<file path="src/rtl/sgi_dispatch_pkg.sv">
package sgi_dispatch_pkg;
  localparam int REQ_W    = 64;
  localparam int LIST_W   = 16;
  localparam int ID_W     = 4;
  localparam int AFF_W    = 8;
  localparam int CFG_W    = 4 * AFF_W;
  localparam int UPPER_W  = 3 * AFF_W;
  localparam int SEL_W    = $clog2(LIST_W);

  // request word field positions, fixed by the issuing CPU
  localparam int LIST_LSB = 0;
  localparam int AFF1_LSB = 16;
  localparam int ID_LSB   = 24;
  localparam int AFF2_LSB = 32;
  localparam int MODE_BIT = 40;
  localparam int AFF3_LSB = 48;

  typedef struct packed {
    logic [AFF_W-1:0]  aff3;
    logic [AFF_W-1:0]  aff2;
    logic [AFF_W-1:0]  aff1;
    logic              bcast;
    logic [ID_W-1:0]   id;
    logic [LIST_W-1:0] tlist;
  } sgi_req_t;

  typedef enum logic {ST_IDLE = 1'b0, ST_SCAN = 1'b1} scan_st_e;
endpackage

</file>
<file path="src/rtl/sgi_req_decode.sv">
module sgi_req_decode
  import sgi_dispatch_pkg::*;
(
  input  logic [REQ_W-1:0] word,
  output sgi_req_t         req,
  output logic             empty
);
  logic unused_bits;

  always_comb begin
    req.tlist = word[LIST_LSB +: LIST_W];
    req.aff1  = word[AFF1_LSB +: AFF_W];
    req.id    = word[ID_LSB +: ID_W];
    req.aff2  = word[AFF2_LSB +: AFF_W];
    req.bcast = word[MODE_BIT];
    req.aff3  = word[AFF3_LSB +: AFF_W];
  end

  // a targeted request naming nobody finishes without a scan
  assign empty = !req.bcast && (req.tlist == '0);

  assign unused_bits = ^{word[63:56], word[47:41], word[31:28]};
endmodule

</file>
<file path="src/rtl/sgi_aff_match.sv">
module sgi_aff_match
  import sgi_dispatch_pkg::*;
#(
  parameter int NUM_CPUS = 8,
  parameter int IDX_W    = (NUM_CPUS > 1) ? $clog2(NUM_CPUS) : 1
)(
  input  logic [NUM_CPUS*CFG_W-1:0] cfg,
  input  logic [UPPER_W-1:0]        want_upper,
  input  logic [LIST_W-1:0]         work_list,
  input  logic                      bcast,
  input  logic [IDX_W-1:0]          src,
  input  logic [IDX_W-1:0]          idx,
  output logic                      cur_hit,
  output logic [LIST_W-1:0]         cur_clr
);
  logic [NUM_CPUS-1:0] hit_vec;
  logic [LIST_W-1:0]   clr_vec [NUM_CPUS];

  for (genvar c = 0; c < NUM_CPUS; c++) begin : g_cpu
    logic [CFG_W-1:0]   aff;
    logic [AFF_W-1:0]   lvl0;
    logic               in_range;
    logic               upper_eq;
    logic               list_bit;
    logic [LIST_W-1:0]  onehot;

    assign aff      = cfg[c*CFG_W +: CFG_W];
    assign lvl0     = aff[AFF_W-1:0];
    assign in_range = (lvl0 < AFF_W'(LIST_W));
    assign upper_eq = (aff[CFG_W-1:AFF_W] == want_upper);
    assign list_bit = work_list[lvl0[SEL_W-1:0]];
    assign onehot   = in_range ? (LIST_W'(1) << lvl0[SEL_W-1:0]) : '0;

    always_comb begin
      if (bcast) begin
        hit_vec[c] = (src != IDX_W'(c));
        clr_vec[c] = '0;
      end else begin
        hit_vec[c] = upper_eq && in_range && list_bit;
        clr_vec[c] = onehot;
      end
    end
  end

  assign cur_hit = hit_vec[idx];
  assign cur_clr = cur_hit ? clr_vec[idx] : '0;
endmodule

</file>
<file path="src/rtl/sgi_scan_ctrl.sv">
module sgi_scan_ctrl
  import sgi_dispatch_pkg::*;
#(
  parameter int NUM_CPUS = 8,
  parameter int IDX_W    = (NUM_CPUS > 1) ? $clog2(NUM_CPUS) : 1
)(
  input  logic              clk,
  input  logic              rst_n,
  input  logic              req_valid,
  input  sgi_req_t          dec_req,
  input  logic              dec_empty,
  input  logic [IDX_W-1:0]  req_src,
  input  logic              cur_hit,
  input  logic [LIST_W-1:0] cur_clr,
  output logic              req_ready,
  output logic              busy,
  output logic              done,
  output logic [IDX_W-1:0]  idx,
  output sgi_req_t          cur_req,
  output logic [LIST_W-1:0] work_list,
  output logic [IDX_W-1:0]  cur_src,
  output logic              set_valid,
  output logic [IDX_W-1:0]  set_cpu,
  output logic [ID_W-1:0]   set_id
);
  localparam logic [IDX_W-1:0] LAST_IDX = IDX_W'(NUM_CPUS - 1);

  scan_st_e          st_q, st_d;
  logic [IDX_W-1:0]  idx_q, idx_d;
  logic [LIST_W-1:0] list_q, list_d;
  sgi_req_t          req_q;
  logic [IDX_W-1:0]  src_q;
  logic              done_q, done_d;
  logic              accept, req_en, idx_en, list_en, stop;

  assign accept = req_valid && (st_q == ST_IDLE);
  assign req_en = accept;

  always_comb begin
    st_d    = st_q;
    idx_d   = idx_q;
    list_d  = list_q;
    done_d  = 1'b0;
    idx_en  = 1'b0;
    list_en = 1'b0;
    stop    = 1'b0;
    case (st_q)
      ST_IDLE: begin
        if (accept) begin
          idx_d   = '0;
          idx_en  = 1'b1;
          list_d  = dec_req.tlist;
          list_en = 1'b1;
          if (dec_empty) done_d = 1'b1;
          else           st_d   = ST_SCAN;
        end
      end
      ST_SCAN: begin
        list_d  = list_q & ~cur_clr;
        list_en = 1'b1;
        stop    = (idx_q == LAST_IDX) || (!req_q.bcast && (list_d == '0));
        if (stop) begin
          st_d   = ST_IDLE;
          done_d = 1'b1;
        end else begin
          idx_d  = idx_q + IDX_W'(1);
          idx_en = 1'b1;
        end
      end
      default: st_d = ST_IDLE;
    endcase
  end

  always_ff @(posedge clk or negedge rst_n) begin
    if (!rst_n) begin
      st_q   <= ST_IDLE;
      done_q <= 1'b0;
    end else begin
      st_q   <= st_d;
      done_q <= done_d;
    end
  end

  always_ff @(posedge clk or negedge rst_n) begin
    if (!rst_n)      idx_q <= '0;
    else if (idx_en) idx_q <= idx_d;
  end

  always_ff @(posedge clk or negedge rst_n) begin
    if (!rst_n)       list_q <= '0;
    else if (list_en) list_q <= list_d;
  end

  always_ff @(posedge clk or negedge rst_n) begin
    if (!rst_n) begin
      req_q <= '0;
      src_q <= '0;
    end else if (req_en) begin
      req_q <= dec_req;
      src_q <= req_src;
    end
  end

  assign req_ready = (st_q == ST_IDLE);
  assign busy      = (st_q == ST_SCAN);
  assign done      = done_q;
  assign idx       = idx_q;
  assign cur_req   = req_q;
  assign work_list = list_q;
  assign cur_src   = src_q;
  assign set_valid = busy && cur_hit;
  assign set_cpu   = idx_q;
  assign set_id    = req_q.id;
endmodule

</file>
<file path="src/rtl/sgi_dispatch.sv">
module sgi_dispatch
  import sgi_dispatch_pkg::*;
#(
  parameter int NUM_CPUS = 8,
  parameter int IDX_W    = (NUM_CPUS > 1) ? $clog2(NUM_CPUS) : 1
)(
  input  logic                      clk,
  input  logic                      rst_n,
  input  logic                      req_valid,
  output logic                      req_ready,
  input  logic [REQ_W-1:0]          req_word,
  input  logic [IDX_W-1:0]          req_src,
  input  logic [NUM_CPUS*CFG_W-1:0] cpu_aff_cfg,
  output logic                      set_valid,
  output logic [IDX_W-1:0]          set_cpu,
  output logic [ID_W-1:0]           set_id,
  output logic                      busy,
  output logic                      done
);
  sgi_req_t          dec_req, cur_req;
  logic              dec_empty;
  logic              cur_hit;
  logic [LIST_W-1:0] cur_clr, work_list;
  logic [IDX_W-1:0]  idx, cur_src;

  sgi_req_decode u_decode (
    .word  (req_word),
    .req   (dec_req),
    .empty (dec_empty)
  );

  sgi_aff_match #(.NUM_CPUS(NUM_CPUS), .IDX_W(IDX_W)) u_match (
    .cfg        (cpu_aff_cfg),
    .want_upper ({cur_req.aff3, cur_req.aff2, cur_req.aff1}),
    .work_list  (work_list),
    .bcast      (cur_req.bcast),
    .src        (cur_src),
    .idx        (idx),
    .cur_hit    (cur_hit),
    .cur_clr    (cur_clr)
  );

  sgi_scan_ctrl #(.NUM_CPUS(NUM_CPUS), .IDX_W(IDX_W)) u_ctrl (
    .clk       (clk),
    .rst_n     (rst_n),
    .req_valid (req_valid),
    .dec_req   (dec_req),
    .dec_empty (dec_empty),
    .req_src   (req_src),
    .cur_hit   (cur_hit),
    .cur_clr   (cur_clr),
    .req_ready (req_ready),
    .busy      (busy),
    .done      (done),
    .idx       (idx),
    .cur_req   (cur_req),
    .work_list (work_list),
    .cur_src   (cur_src),
    .set_valid (set_valid),
    .set_cpu   (set_cpu),
    .set_id    (set_id)
  );
endmodule

</file>
<file path="config.mk">
export PLATFORM = sky130hd
export DESIGN_NAME = sgi_dispatch
export DESIGN_NICKNAME = d
export VERILOG_FILES = /design/src/rtl/sgi_dispatch_pkg.sv /design/src/rtl/sgi_req_decode.sv /design/src/rtl/sgi_aff_match.sv /design/src/rtl/sgi_scan_ctrl.sv /design/src/rtl/sgi_dispatch.sv
export SDC_FILE = /design/constraint.sdc
export NUM_CORES = 1
export LEC_CHECK = 0
export BUFFER_PORTS_ARGS = -buffer_cell sky130_fd_sc_hd__buf_2
export CAP_MARGIN = 30
export CORE_ASPECT_RATIO = 1.1
export CORE_UTILIZATION = 51
export DETAILED_ROUTE_END_ITERATION = 8
export HOLD_SLACK_MARGIN = 0.03
export PLACE_DENSITY = 0.93
export SYNTH_ARGS = -nofsm -noshare
export SYNTH_HDL_FRONTEND = slang
export SYNTH_HIERARCHICAL = 1
export SYNTH_SLANG_ARGS = --single-unit
</file>
<file path="constraint.sdc">
create_clock -name clk -period 4.4 [get_ports clk]
set_clock_uncertainty 0.2 [all_clocks]
set_input_delay 0.88 -clock clk [delete_from_list [all_inputs] [get_ports clk]]
set_output_delay 0.88 -clock clk [all_outputs]
set_load 0.01 [all_outputs]
</file>
# Yosys cells after proc, flatten, opt, wreduce, memory -nomap -nowiden
# Index checks and enable logic that the tools add are counted.
# W data, S select, Z words.
[classes] order_cmp=18 eq_ne=18 shift=8 n_reduce_logical=28 n_mux=62 bitwise_logic=4 n_addsub=1
[op_table] cell="$mux W16" n=20
[op_table] cell="$eq A24 B24 Y1" n=8
[op_table] cell="$shl A1 B4 Y16 const A" n=8
[op_table] cell="$lt A8 B5 Y1 const B" n=8
[op_table] cell="$bmux W16 S3" n=1
[op_table] cell="$lt A4 B5 Y1 const B" n=8
[op_table] cell="$bmux W1 S4" n=8
[op_table] cell="$logic_not A16 Y1" n=2
[op_table] cell="$pmux W16 S2" n=1
[op_table] cell="$mux W1" n=24
[op_table] cell="$logic_and A1 B1 Y1" n=20
[op_table] cell="$and A16 B16 Y16" n=1
[op_table] cell="$not A16 Y16" n=1
[op_table] cell="$ne A3 B3 Y1 const B" n=4
[op_table] cell="$pmux W1 S2" n=4
[op_table] cell="$mux W3" n=2
[op_table] cell="$ne A3 B2 Y1 const B" n=2
[op_table] cell="$pmux W3 S2" n=1
[op_table] cell="$ge A4 B4 Y1 const B" n=1
[op_table] cell="$lt A3 B4 Y1 const B" n=1
[op_table] cell="$not A3 Y4" n=1
[op_table] cell="$add A3 B1 Y3 const B" n=1
[op_table] cell="$bmux W1 S3" n=1
[op_table] cell="$eq A3 B3 Y1 const B" n=1
[op_table] cell="other kinds (9)" n=10
[word_totals] elab_cells=149 out_inout_bits=11 regBits=53

# Logic depth before layout (Yosys ltp)
[logic_depth] ltp_word=15 mapped_depth=14 depth_no_buf=12

# Modules after synthesis
# Netlist, hierarchy kept.
[modules_own_cells] module="sgi_aff_match" instances=1 area_each_um2=5252.5 cells_per_inst=660 seq_area_each_um2=0.0
[modules_own_cells] module="sgi_scan_ctrl" instances=1 area_each_um2=2972.9 cells_per_inst=325 seq_area_each_um2=1726.7
[modules_own_cells] module="sgi_req_decode" instances=1 area_each_um2=379.1 cells_per_inst=51 seq_area_each_um2=0.0

# Worst setup path after synthesis
# No wires, ideal clock.
[synth_timing] path_kind="input port to output port" startpoint="input port cpu_aff_cfg[96]" endpoint="output port set_valid" t_arrival_ps=2981 t_required_ps=3320 stages=9 setup_slack_ps=339 path_cell_list="buf_2 > mux4_2 > mux4_2 > nand4_1 > nand3_1 > a32oi_4 > buf_6 > nor2_1 > and2_1"
[synth_between] elab_chain_len=7 word_cells_on_any_way=9 cone_classes="order compare: 1; mux: 5; reduce/logical: 3"
[synth_rtl] element="start, declared" line_no="sgi_dispatch.sv:13" rtl="input logic [NUM_CPUS*CFG_W-1:0] cpu_aff_cfg,"
[synth_rtl] element="$lt A8 B5 Y1 or $bmux W1 S4 (tied branches)" line_no="sgi_aff_match.sv:29, sgi_aff_match.sv:31"
[synth_rtl] element="$logic_and A1 B1 Y1 or $mux W1 (tied branches)" line_no="sgi_aff_match.sv:39, sgi_aff_match.sv:31"
[synth_rtl] element="$logic_and A1 B1 Y1 *" line_no="sgi_aff_match.sv:39" rtl="hit_vec[c] = upper_eq && in_range && list_bit;"
[synth_rtl] element="$mux W1 *" line_no="sgi_aff_match.sv:35" rtl="if (bcast) begin"
[synth_rtl] element="$bmux W1 S3 *" line_no="sgi_aff_match.sv:45" rtl="assign cur_hit = hit_vec[idx];"
[synth_rtl] element="$mux W1 (not written as such) *" line_no="sgi_aff_match.sv:45"
[synth_rtl] element="via cur_hit" line_no="sgi_dispatch.sv:22" rtl="logic cur_hit;"
[synth_rtl] element="$logic_and A1 B1 Y1 *" line_no="sgi_scan_ctrl.sv:111" rtl="assign set_valid = busy && cur_hit;"
[synth_rtl] element="end, declared" line_no="sgi_dispatch.sv:14" rtl="output logic set_valid,"
# Mark *: on every way through the listed nets, which the timed path passes. The rest lies on a longest branch. The select of a mux whose other input is x is not followed.

# Final worst setup path
[layout_timing] startpoint="register u_ctrl.req_q, in the netlist u_ctrl/cur_req[22]" endpoint="register u_ctrl.idx_q[2] (netlist: u_ctrl/idx[2])"
[layout_between] elab_chain_len=15 word_cells_on_any_way=44 cone_classes="eq/ne: 9; mux: 13; bitwise: 2; reduce/logical: 20"
[layout_rtl] element="start, declared" line_no="sgi_scan_ctrl.sv:31" rtl="sgi_req_t req_q;"
[layout_rtl] element="start signal, assigned" line_no="sgi_scan_ctrl.sv:99" rtl="req_q <= dec_req;"
[layout_rtl] element="$eq A24 B24 Y1" line_no="sgi_aff_match.sv:30" rtl="assign upper_eq = (aff[CFG_W-1:AFF_W] == want_upper);"
[layout_rtl] element="$logic_and A1 B1 Y1 (2 in series)" line_no="sgi_aff_match.sv:39"
[layout_rtl] element="$mux W1" line_no="sgi_aff_match.sv:35"
[layout_rtl] element="$bmux W1 S3 *" line_no="sgi_aff_match.sv:45"
[layout_rtl] element="$mux W1 (not written as such) *" line_no="sgi_aff_match.sv:45"
[layout_rtl] element="$mux W16 *" line_no="sgi_aff_match.sv:46" rtl="assign cur_clr = cur_hit ? clr_vec[idx] : '0;"
[layout_rtl] element="via cur_clr[6]" line_no="sgi_dispatch.sv:23" rtl="logic [LIST_W-1:0] cur_clr, work_list;"
[layout_rtl] element="$not A16 Y16 *" line_no="sgi_scan_ctrl.sv:59" rtl="list_d = list_q & ~cur_clr;"
[layout_rtl] element="$and A16 B16 Y16 *" line_no="sgi_scan_ctrl.sv:59"
[layout_rtl] element="$logic_not A16 Y1 *" line_no="sgi_scan_ctrl.sv:61" rtl="stop = (idx_q == LAST_IDX) || (!req_q.bcast && (list_d == '0));"
[layout_rtl] element="$logic_and A1 B1 Y1 *" line_no="sgi_scan_ctrl.sv:61"
[layout_rtl] element="$logic_or A1 B1 Y1 *" line_no="sgi_scan_ctrl.sv:61"
[layout_rtl] element="$mux W1" line_no="sgi_scan_ctrl.sv:62" rtl="if (stop) begin"
[layout_rtl] element="$pmux W1 S2" line_no="sgi_scan_ctrl.sv:47" rtl="case (st_q)"
[layout_rtl] element="$reduce_and A3 Y1 (no source line) *"
[layout_rtl] element="end signal, assigned" line_no="sgi_scan_ctrl.sv:86" rtl="else if (idx_en) idx_q <= idx_d;"
[layout_rtl] element="end, declared" line_no="sgi_scan_ctrl.sv:29" rtl="logic [IDX_W-1:0] idx_q, idx_d;"
# Marked as above.
# A chain may end at the register's enable or synchronous reset.

==> results.toml <==
[finish]
multi_input_area_um2 = 5860
seq_area_um2 = 1330
fill_cells = 1263
layout.nets = 1571
drive_gt1_share_pct = 37.3
area_delta_synth_final_pct = 23.1
final_util_pct = 64.8

[pwr]
p_per_area_nw_per_um2 = 574
ir_drop_v = 0.000518
finalPower_mw = 5.67
leakagePower_nw = 4.29

[routing]
drc_errors = 0
wl_per_cell_um = 23.6
vias_per_cell = 6.59
drtIter0Drc = 1334
ant_nets = 0
first_pass_iters = 6
dr_total_vias = 9510
totalWireLength_um = 34000

[floorplan]
coreArea_um2 = 15200
die_w_um = 122
fp.dieH_um = 133
core.rowCount = 47
ios = 337
initial_core_util_pct = 52.6
die_area_um2 = 16200

[clock_network]
tritoncts = "yes"
clockBufferDepth = 2
clock_latency_ns = 0.31
cts.root.buffer_cell = "clkbuf_16"
cts.htree.levels = 2
cts_buffers = 5
numClockSinks = 53
clkTransAtPathRegs_ns = 0.08
hold_buffers = 0

[sta]
setup_ws_ns = -0.0241
maxSlewViolCount = 0
setup_viol = 4
worstMarginPinSlew_ns = 0.740
post-route-period-util_pct = 101
hold_violations = 0
fmax_mhz = 226
maxSlewHeadroom_pct = 50.6
post-route-min-period_ns = 4.42
rsz0062_at_grt = "yes"

[flow_run]
maxCapViolations = 0

[worst_hold_path]
hp-class = "input port to asynchronous set/reset pin"

[synth]
avgSynthCellArea_um2 = 8.26
synth_warnings = 6
synthCells = 970
syn_area_um2 = 8020
synth_nets = 1298

[place]
port_buffers = 317
dp_hpwl_um = 27300
place.gp.congestion = 1.06

[worst_setup_path]
cp.arrival_ns = 4.45
start_kind = "flip-flop"
required_ns = 4.43
r2r_setup_slack_ns = -0.02
critical_path.max_fanout = 9
cp-end-kind = "flip-flop"
path_class = "flip-flop to flip-flop"

[global_routing]
grt_overflow = 0
grt_usage_pct = 41.4
antenna_found_initial = 5
grt_pass1_wl_um = 50300
grt_start_max_net_pins = 46
grt_pass1_vias = 9075

[run_status]
violations = "negative setup slack"
status = "finished with violations"
==> stage by stage <==
| stage | hold WS [ns] | cells | instance area [µm²] | setup TNS [ns] | setup slack (ns) |
|---|---|---|---|---|---|
| 2_1_floorplan | 0.240 | 970 | 8020 | 0 | 0.339 |
| 4_1_cts | 0.231 | 1438 | 9820 | 0 | 0.000885 |
| 3_5_place_dp | 0.258 | 1430 | 9660 | -0.454 | -0.118 |
| 6_report | 0.227 | 1444 | 9870 | -0.0652 | -0.0241 |
| 3_3_place_gp | 0.258 | 1428 | 9630 | 0 | 0.0149 |
| 5_1_grt | 0.226 | 1444 | 9870 | -0.348 | -0.0996 |
==> where the power goes <==
group          switching (mW)  internal (mW)  leakage [nW]
logic                    1.98           1.80          3.57
clock network           0.195          0.218        0.0763
registers               0.754          0.716         0.642
total                    2.93           2.73          4.29
==> what timing repair did <==
action,in CTS,in global routing
gates resized for setup,0,7
hold endpoints to repair,0,0
setup buffers,0,2
endpoints found under the setup margin,0,6
==> layout by cell type (no fill, tap or decap), types with 6 or more instances in the layout <==
cell type	instances
a221oi_1	8
or3_1	11
nand3_1	16
mux2i_1	21
nand2_1	125
o21ai_0	16
o22ai_1	13
nor2_1	21
a21oi_1	21
o311ai_0	7
nor4_1	33
nand2b_1	43
nor2b_1	17
xor2_1	78
a211oi_1	13
nor4_2	8
dfrtp_1	52
mux4_2	34
nor3_1	30
buf_4	76
a31oi_1	11
a311oi_1	6
inv_1	19
nand4b_1	7
xnor2_1	109
nand4_1	39
buf_2	317
o221ai_1	25
==> routing by layer <==
layer  share of wire (%)  track usage [%]
met5                   0                0
met3                  13             7.58
met4                 5.6             20.8
met2                  44             64.7
met1                  37             54.5
==> worst paths after layout <==
path                                                      from  cells after the start                               to
max in group asynchronous                                rst_n                      2   u_ctrl/cur_req[33]$_DFFE_PN0P_
worst max-delay path            u_ctrl/cur_req[22]$_DFFE_PN0P_                     13        u_ctrl/idx[2]$_DFFE_PN0P_
worst min-delay path                                     rst_n                      1  u_ctrl/work_list[5]$_DFFE_PN0P_
worst max register to register  u_ctrl/cur_req[22]$_DFFE_PN0P_                     13        u_ctrl/idx[2]$_DFFE_PN0P_
min in group clk                  u_ctrl/set_id[2]$_DFFE_PN0P_                      2     u_ctrl/set_id[2]$_DFFE_PN0P_
worst min register to register    u_ctrl/set_id[2]$_DFFE_PN0P_                      2     u_ctrl/set_id[2]$_DFFE_PN0P_
==> layout make-up <==
type | instances | share of cell area [%]
diodes | 4 | 0.101
clock buffers | 5 | 1.27
clock inverters | 3 | 0.292
inverters | 21 | 0.799
multi-input cells | 766 | 59.3
flip-flops and latches | 53 | 13.5
well taps | 196 | 2.48
repair buffers | 396 | 22.3
==> registers in the layout, summed over array words and instances (netlist names) <==
name	count
u_ctrl/work_list	16
u_ctrl/set_id	4
u_ctrl/idx	3
u_ctrl/done	1
u_ctrl/busy	1
u_ctrl/cur_src	3
u_ctrl/cur_req	25
==> critical path: stages (launching register included) <==
cell	delay [ns]
dfrtp_1	0.77
xor2_1	0.14
nor4_1	0.35
nand4_1	0.21
nor4_1	0.41
buf_4	0.18
a221o_1	0.21
a32oi_4	0.17
buf_4	0.19
a2111oi_1	0.52
and2b_1	0.28
nor4_4	0.30
a211o_4	0.22
mux2i_1	0.19
Note: power is estimated with default switching activity, not from simulation.
